**src/rtl/hj_pkg.sv**
```systemverilog
package hj_pkg;
  localparam int CW = 32;
  localparam int KW = 32;

  typedef logic signed [CW-1:0] coef_t;
  typedef logic [KW-1:0] cost_t;

  typedef enum logic [2:0] {
    S_IDLE, S_BASE, S_PLUS, S_MINUS, S_END, S_PAT, S_FIN
  } st_t;

  // probe one coordinate by +step or -step
  function automatic coef_t probe(coef_t x, coef_t step, logic neg);
    return neg ? coef_t'(x - step) : coef_t'(x + step);
  endfunction

  // extrapolate through the new point away from the old one
  function automatic coef_t reflect(coef_t fresh, coef_t old);
    return coef_t'((fresh <<< 1) - old);
  endfunction
endpackage

```
**src/rtl/hj_step.sv**
```systemverilog
module hj_step
  import hj_pkg::*;
#(
  parameter int FRAC = 24
) (
  input  logic  clk,
  input  logic  rst_n,
  input  logic  load,
  input  logic  shrink,
  output coef_t step,
  output logic  last
);
  localparam coef_t STEP_INIT = coef_t'(((1 << FRAC) + 5) / 10);
  localparam coef_t STEP_MIN  = coef_t'(((1 << FRAC) + 500000) / 1000000);

  coef_t step_q;

  always_ff @(posedge clk or negedge rst_n) begin
    if (!rst_n)      step_q <= '0;
    else if (load)   step_q <= STEP_INIT;
    else if (shrink) step_q <= step_q >>> 1;
  end

  assign step = step_q;
  assign last = (step_q >>> 1) < STEP_MIN;
endmodule

```
**src/rtl/hj_iter.sv**
```systemverilog
module hj_iter #(
  parameter int MAX_ITER = 1000,
  parameter int IW = $clog2(MAX_ITER + 1)
) (
  input  logic          clk,
  input  logic          rst_n,
  input  logic          clr,
  input  logic          inc,
  output logic [IW-1:0] cnt,
  output logic          last
);
  logic [IW-1:0] cnt_q;

  always_ff @(posedge clk or negedge rst_n) begin
    if (!rst_n)   cnt_q <= '0;
    else if (clr) cnt_q <= '0;
    else if (inc) cnt_q <= cnt_q + 1'b1;
  end

  assign cnt  = cnt_q;
  assign last = (cnt_q == IW'(MAX_ITER - 1));
endmodule

```
**src/rtl/hj_search.sv**
```systemverilog
module hj_search
  import hj_pkg::*;
#(
  parameter int NV = 6,
  parameter int FRAC = 24,
  parameter int MAX_ITER = 1000,
  localparam int IW = $clog2(MAX_ITER + 1),
  localparam int VW = NV * CW
) (
  input  logic          clk,
  input  logic          rst_n,
  input  logic          start,
  input  logic [VW-1:0] init_coef,
  output logic          ev_req,
  output logic [VW-1:0] ev_coef,
  input  logic          ev_valid,
  input  logic [KW-1:0] ev_cost,
  output logic          done,
  output logic [VW-1:0] best_coef,
  output logic [KW-1:0] best_cost,
  output logic [IW-1:0] iter_count
);
  localparam int XW = (NV > 1) ? $clog2(NV) : 1;

  st_t          st;
  coef_t        base_q [NV];
  coef_t        cur_q  [NV];
  cost_t        base_cost_q;
  cost_t        cur_cost_q;
  logic [XW-1:0] idx_q;
  logic         pat_q;

  // named internal events
  coef_t step_w;
  logic  step_last_w;
  logic  iter_last_w;
  logic  take_w;
  logic  better_w;
  logic  accept_w;
  logic  shrink_w;
  logic  probing_w;

  assign take_w    = ev_req & ev_valid;
  assign better_w  = ev_cost < cur_cost_q;
  assign accept_w  = (st == S_END) && (cur_cost_q < base_cost_q);
  assign shrink_w  = (st == S_END) && !accept_w && !pat_q && !step_last_w;
  assign probing_w = (st == S_PLUS) || (st == S_MINUS);

  hj_step #(.FRAC(FRAC)) u_step (
    .clk(clk), .rst_n(rst_n), .load(start), .shrink(shrink_w && !start),
    .step(step_w), .last(step_last_w)
  );

  hj_iter #(.MAX_ITER(MAX_ITER), .IW(IW)) u_iter (
    .clk(clk), .rst_n(rst_n), .clr(start), .inc(accept_w && !start),
    .cnt(iter_count), .last(iter_last_w)
  );

  for (genvar g = 0; g < NV; g++) begin : g_lane
    assign ev_coef[g*CW +: CW] = (probing_w && idx_q == XW'(g))
                                 ? probe(cur_q[g], step_w, st == S_MINUS)
                                 : cur_q[g];
    assign best_coef[g*CW +: CW] = base_q[g];
  end

  assign ev_req    = (st == S_BASE) || probing_w || (st == S_PAT);
  assign done      = (st == S_FIN);
  assign best_cost = base_cost_q;

  always_ff @(posedge clk or negedge rst_n) begin
    if (!rst_n) begin
      st          <= S_IDLE;
      base_cost_q <= '0;
      cur_cost_q  <= '0;
      idx_q       <= '0;
      pat_q       <= 1'b0;
      for (int i = 0; i < NV; i++) begin
        base_q[i] <= '0;
        cur_q[i]  <= '0;
      end
    end else if (start) begin
      st    <= S_BASE;
      idx_q <= '0;
      pat_q <= 1'b0;
      for (int i = 0; i < NV; i++) begin
        base_q[i] <= coef_t'(init_coef[i*CW +: CW]);
        cur_q[i]  <= coef_t'(init_coef[i*CW +: CW]);
      end
    end else begin
      case (st)
        S_BASE: if (take_w) begin
          base_cost_q <= ev_cost;
          cur_cost_q  <= ev_cost;
          idx_q       <= '0;
          st          <= S_PLUS;
        end
        S_PLUS, S_MINUS: if (take_w) begin
          if (better_w) begin
            cur_q[idx_q] <= probe(cur_q[idx_q], step_w, st == S_MINUS);
            cur_cost_q   <= ev_cost;
          end
          if (st == S_PLUS && !better_w) begin
            st <= S_MINUS;
          end else if (idx_q == XW'(NV - 1)) begin
            st <= S_END;
          end else begin
            idx_q <= idx_q + 1'b1;
            st    <= S_PLUS;
          end
        end
        S_END: begin
          idx_q <= '0;
          if (accept_w) begin
            for (int i = 0; i < NV; i++) begin
              base_q[i] <= cur_q[i];
              cur_q[i]  <= reflect(cur_q[i], base_q[i]);
            end
            base_cost_q <= cur_cost_q;
            st <= iter_last_w ? S_FIN : S_PAT;
          end else if (!pat_q && step_last_w) begin
            st <= S_FIN;
          end else begin
            for (int i = 0; i < NV; i++) cur_q[i] <= base_q[i];
            cur_cost_q <= base_cost_q;
            pat_q      <= 1'b0;
            st         <= S_PLUS;
          end
        end
        S_PAT: if (take_w) begin
          cur_cost_q <= ev_cost;
          pat_q      <= 1'b1;
          st         <= S_PLUS;
        end
        S_FIN:   st <= S_IDLE;
        default: st <= S_IDLE;
      endcase
    end
  end
endmodule

```
**config.mk**
```make
export PLATFORM = sky130hd
export DESIGN_NAME = hj_search
export DESIGN_NICKNAME = d
export VERILOG_FILES = /design/src/rtl/hj_pkg.sv /design/src/rtl/hj_step.sv /design/src/rtl/hj_iter.sv /design/src/rtl/hj_search.sv
export SDC_FILE = /design/constraint.sdc
export NUM_CORES = 2
export LEC_CHECK = 0
export ABC_CLOCK_PERIOD_IN_PS = 7600
export CAP_MARGIN = 40
export CORE_MARGIN = 4
export CORE_UTILIZATION = 50
export CTS_BUF_LIST = sky130_fd_sc_hd__clkbuf_8 sky130_fd_sc_hd__clkbuf_16
export CTS_CLUSTER_SIZE = 12
export DETAILED_ROUTE_END_ITERATION = 12
export PLACE_DENSITY = 0.75
export SYNTH_ARGS = -nofsm -noshare
export SYNTH_HDL_FRONTEND = slang
export SYNTH_SLANG_ARGS = --single-unit
```
**constraint.sdc**
```tcl
create_clock -name clk -period 7.6 [get_ports clk]
set_input_delay 2.28 -clock clk [delete_from_list [all_inputs] [get_ports clk]]
set_output_delay 2.28 -clock clk [all_outputs]
set_load 0.02 [all_outputs]
```
# After elaboration in Yosys (flattened, before gate mapping)
# Index checks and enable logic that the tools add are counted.
# totals
out_inout_bits	428
ff_bits	497
wordCells	181
inputBits	228
# classes
n_addsub	22
n_eq_ne	29
bitwise_logic	3
n_reduce_logical	42
n_mux	60
magnitude_cmp	5
# ops
cell	count
192-bit 2-to-1 mux	8
32-bit 2-to-1 mux	23
32-bit subtractor	13
192-bit case mux with 2 select lines	1
32-bit adder	7
192-bit bitwise mux	1
32-bit binary-select mux with 3-bit select	1
32-bit demux with 3-bit select	1
32-bit case mux with 3 select lines	1
32-bit < comparator	2
32-bit case mux with 2 select lines	1
3-bit 2-to-1 mux	12
31-bit by 6-bit < comparator with 1-bit output, second input constant	1
31-bit 2-to-1 mux	1
3-bit != test, second input constant	8
10-bit 2-to-1 mux	2
3-bit case mux with 3 select lines	2
3-bit equality test, second input constant	5
1-bit logical AND	15
3-bit by 2-bit equality test with 1-bit output, second input constant	4
2-bit != test, second input constant	6
4-bit AND reduction	3
10-bit by 1-bit adder with 10-bit output, second input constant	1
10-bit equality test, second input constant	1
other kinds (23)	41

# Longest topological paths before layout
# logic_depth
depth_word	11
mapped_depth	25
depth_no_buf	22

# Cells and area by module
# Synthesis repeated with hierarchy kept, for this count alone.
# unflattened
hier_cells	6809
area_unflattened_um2	51147.8
# by_module_without_submodules
module	area_per_inst_um2	cells_per_inst	n_inst	seq_area_each_um2
hj_search	49253.5	6646	1	11385.9
hj_step	1367.6	112	1	775.7
hj_iter	526.8	51	1	250.2

# Least setup slack after synthesis
# No wires, ideal clock.
# synth_timing
path_kind	register to output
start	register st[0]
end	output ev_coef[62]
required_time_ns	5.320
stages_incl_launch_ff	24
setup_slack_ns	-0.418
path_buffers	4
arrival_time_ns	5.738
path_cell_list	dfrtp_1 > buf_2 > and3b_1 > buf_6 > clkbuf_1 > clkbuf_1 > nor2_1 > xnor2_1 > ha_1 > a21o_1 > a21o_1 > a2111oi_0 > o21bai_1 > maj3_2 > maj3_2 > o211ai_1 > nand3_1 > a2111oi_2 > nor2_1 > a2111oi_0 > o32ai_1 > o21ai_0 > xor2_1 > o21ai_0
# synth_between
elab_chain_len	4
word_cells_on_any_way	6
classes_between	eq/ne: 2; mux: 2; reduce/logical: 2
# synth_rtl
element	line	rtl
from (decl)	hj_search.sv:25	st_t st;
from (signal assigned)	hj_search.sv:119	st <= iter_last_w ? S_FIN : S_PAT;
3-bit by 2-bit equality test with 1-bit output (on tied branches)	hj_search.sv:47, hj_search.sv:61	
1-bit logical OR	hj_search.sv:47	assign probing_w = (st == S_PLUS) || (st == S_MINUS);
1-bit logical AND	hj_search.sv:60	assign ev_coef[g*CW +: CW] = (probing_w && idx_q == XW'(g))
32-bit 2-to-1 mux (*)	hj_search.sv:61	? probe(cur_q[g], step_w, st == S_MINUS)
to (decl)	hj_search.sv:15	output logic [VW-1:0] ev_coef,
# Every way passes the cells marked *; elsewhere a longest branch is shown, timed or not.

# Worst setup path in the final report
# layout_timing
start	register st[2]
end	output ev_coef[125]
# The elaborated chain is that of the path after synthesis.

==> impl_metrics.py <==
metrics = {
    "timing": {
        "hold_viol_final": 0,
        "finClkSkew_ns": 0.0663,
        "min_period_ns": 8.53,
        "timing.final.max_slew_violations": 0,
        "fin_ws_ns": -0.934,
        "relSlewSlack": 0.338,
        "finalSetupViolCount": 73,
        "rsz0062_at_grt": "true",
        "min_period_over_period": 1.12,
        "worst_pin_slew_ns": 0.989,
        "fmax_mhz": 117,
    },
    "route": {
        "first_iter_violations": 8513,
        "wl_um": 283000,
        "drt-wirelength-per-cell_um": 30.9,
        "ant_nets": 0,
        "vias": 61900,
        "avgViaCountPerCell": 6.75,
        "first_pass_iters": 7,
        "drc": 0,
    },
    "global_routing": {
        "antenna_found_initial": 33,
        "grt_max_degree": 166,
        "gr-total-overflow": 0,
        "track_usage": 0.499,
        "grt_pass1_vias": 57900,
        "grt_pass1_wl_um": 398000,
    },
    "pwr": {
        "power.density_nw_per_um2": 295,
        "leakagePower_nw": 30.1,
        "p_total_w": 0.0201,
        "ir_drop_v": 0.000295,
    },
    "logic_synthesis": {
        "ys_types": 115,
        "seq_area_frac_synth": 0.241,
        "avgSynthCellArea_um2": 7.48,
        "syn_inst": 6890,
        "yosysWarningCount": 0,
        "synth_top_cell_area_share": 0.241,
        "ys_async_sr_fraction": 1.00,
        "syn-cell-area_um2": 51600,
        "synth_fp_nets": 7479,
        "yosys-top-cells-area": "dfrtp_1 24%, ha_1 8.4%, a21oi_1 6.6%",
        "yosys_register_bits": 496,
        "synth_ff_type": "dfrtp_1",
        "synth-edff-count": 0,
        "yosys.area.top_type": "dfrtp_1",
    },
    "worst_setup_path": {
        "start_kind": "flop",
        "slowest_stage": "or4_4",
        "end_kind": "primary output",
        "max_stage_delay_ns": 0.53,
        "worstPathMaxFanout": 6,
        "r2r.worst_path.cells": 21,
        "rr_startpoint": "idx_q[1]",
        "regToRegSetupSlack_ns": 1.16,
        "cp.arrival_ns": 6.25,
        "cp_common_cell": "buf_6",
        "worstSetupPathType": "reg -> out",
        "r2r_end": "cur_q[116]",
        "cp.required_ns": 5.32,
        "crit_start": "st[2]",
    },
    "clock_network": {
        "cts_buffer_depth": 3,
        "numClockSinks": 496,
        "clk_pin_slew_ns": 0.06,
        "insertion_delay_ns": 0.72,
        "clock-root-buffer": "clkbuf_16",
        "cts_tree": "done",
        "numCtsBuffers": 61,
        "cts-htree-levels": 2,
    },
    "finish": {
        "area_growth_pct": 31.7,
        "final_layout_size_suffix_gt1_frac": 0.167,
        "final_util": 0.666,
        "nets": 8324,
    },
    "floorplan": {
        "die_area_um2": 108000,
        "core_um2": 102000,
        "fp-row-count": 117,
        "ios": 656,
        "start_util": 0.505,
        "die_x_um": 329,
        "die_y_um": 329,
    },
    "placement": {
        "place_congestion": 1.09,
        "io_buffer_count": 655,
        "dpl.hpwl_um": 219000,
    },
    "job": {
        "drv_cap": 0,
    },
    "worst_hold_path": {
        "hold_path_class": "reg -> reg",
        "hold_path_end": "cur_q[85]",
        "hold_start": "cur_q[85]",
        "min_path_cells": 2,
    },
    "run_status": {
        "status": "complete, but fails checks",
        "violations": "setup timing",
    },
}
==> logic make-up after synthesis <==
kind of cell,after synthesis,share of synthesized area
flops,496,0.241
simple gates,2083,0.181
fa+ha+maj,461,0.109
compound gates,2377,0.294
xor+xnor,532,0.0949
buf+inv,870,0.0649
mux,71,0.0152
==> layer usage <==
metal,up-vias,GRT usage,routed length (um)
met3,1195,0.221,45300
met1,29500,0.633,104000
met5,-,0,199
met2,4812,0.702,113000
li1,26400,-,-
met4,22,0.286,21400
==> cell usage in the layout, fill, tap and decap left out, types with 73 or more instances in the layout <==
cell,count
inv_1,405
ha_1,331
nor2_1,630
clkdlybuf4s50_1,537
buf_4,568
nand3_1,93
xnor2_1,296
o21ai_0,541
a211oi_1,83
dfrtp_1,494
a21oi_1,629
nor3_1,73
xor2_1,151
a221oi_1,129
nand2_1,772
buf_6,92
a21o_1,152
and2_1,83
==> worst max-delay path, delay by kind of cell (launching register included) <==
| family | cells | cell delay [ns] |
|---|---|---|
| fa+ha+maj | 1 | 0.15 |
| xor+xnor | 1 | 0.16 |
| buf+inv | 12 | 1.61 |
| flops | 1 | 0.40 |
| compound gates | 12 | 2.28 |
| simple gates | 2 | 0.91 |
==> worst max path at each step <==
stage,end,slack [ns],depth (start not counted)
final,ev_coef[125],-0.93,28
after global routing,ev_coef[125],-1.0,28
after CTS,ev_coef[30],-0.74,26
after detailed placement,ev_coef[30],-0.47,26
after global placement,ev_coef[30],-0.46,26
after floorplan,ev_coef[48],0.02,23
==> repair_timing <==
item	in CTS	in global routing
hold buffers	0	0
setup endpoints to repair	103	95
pin swaps	167	253
cloned	0	1
gates resized for setup	298	294
setup buffers	41	69
==> layout make-up <==
type                       instances  area [um^2]
multi-input combinational       5524        38400
fill                            8763        34100
sequential                       496        12400
timing repair buffer            1245        11600
clock buffer                      82         1830
tap                             1368         1710
inverter                         407         1550
clock inverter                    31          378
antenna                           13         32.5
==> synthesized netlist by cell type (all sizes together), types with 53 or more instances <==
master,count
a211oi,97
nor2b,64
buf,77
a21o,152
nand3,100
a221oi,134
dfrtp,496
nand2,787
nand2b,71
and2,87
maj3,100
o21a,72
a31oi,82
nor3,90
o31ai,68
inv,403
o21ai,603
o221ai,53
clkbuf,386
nor2,662
a21oi,681
xor2,166
xnor2,353
o22ai,69
ha,348
==> flip-flops by register name, summed over array words and instances, names as in the netlist, 3 cells and up <==
signal,flops
best_cost,32
best_coef,192
cur_cost_q,32
idx_q,3
u_step.step,31
cur_q,192
st,3
u_iter.cnt,10
==> through the flow <==
stage	cell area [um^2]	hold slack, ns	cells	setup slack, ns	setup TNS (ns)
CTS	65900	0.555	9094	-0.744	-20.25
finish	67900	0.560	9166	-0.934	-30.08
detailed placement	62200	0.539	8943	-0.468	-5.97
global placement	61900	0.527	8922	-0.463	-6.11
floorplan	51600	0.507	6890	0.0223	0
global route	67900	0.563	9155	-0.998	-37.76
==> power by group <==
part | internal (W) | total [W] | switching [W] | leakage [nW]
clock | 0.00194 | 0.00327 | 0.00133 | 1.14
sequential | 0.00303 | 0.00392 | 0.000892 | 5.76
combinational | 0.00505 | 0.0129 | 0.00782 | 23.2
total | 0.0100 | 0.0201 | 0.0100 | 30.1
Power figures use the tool's default switching activity.
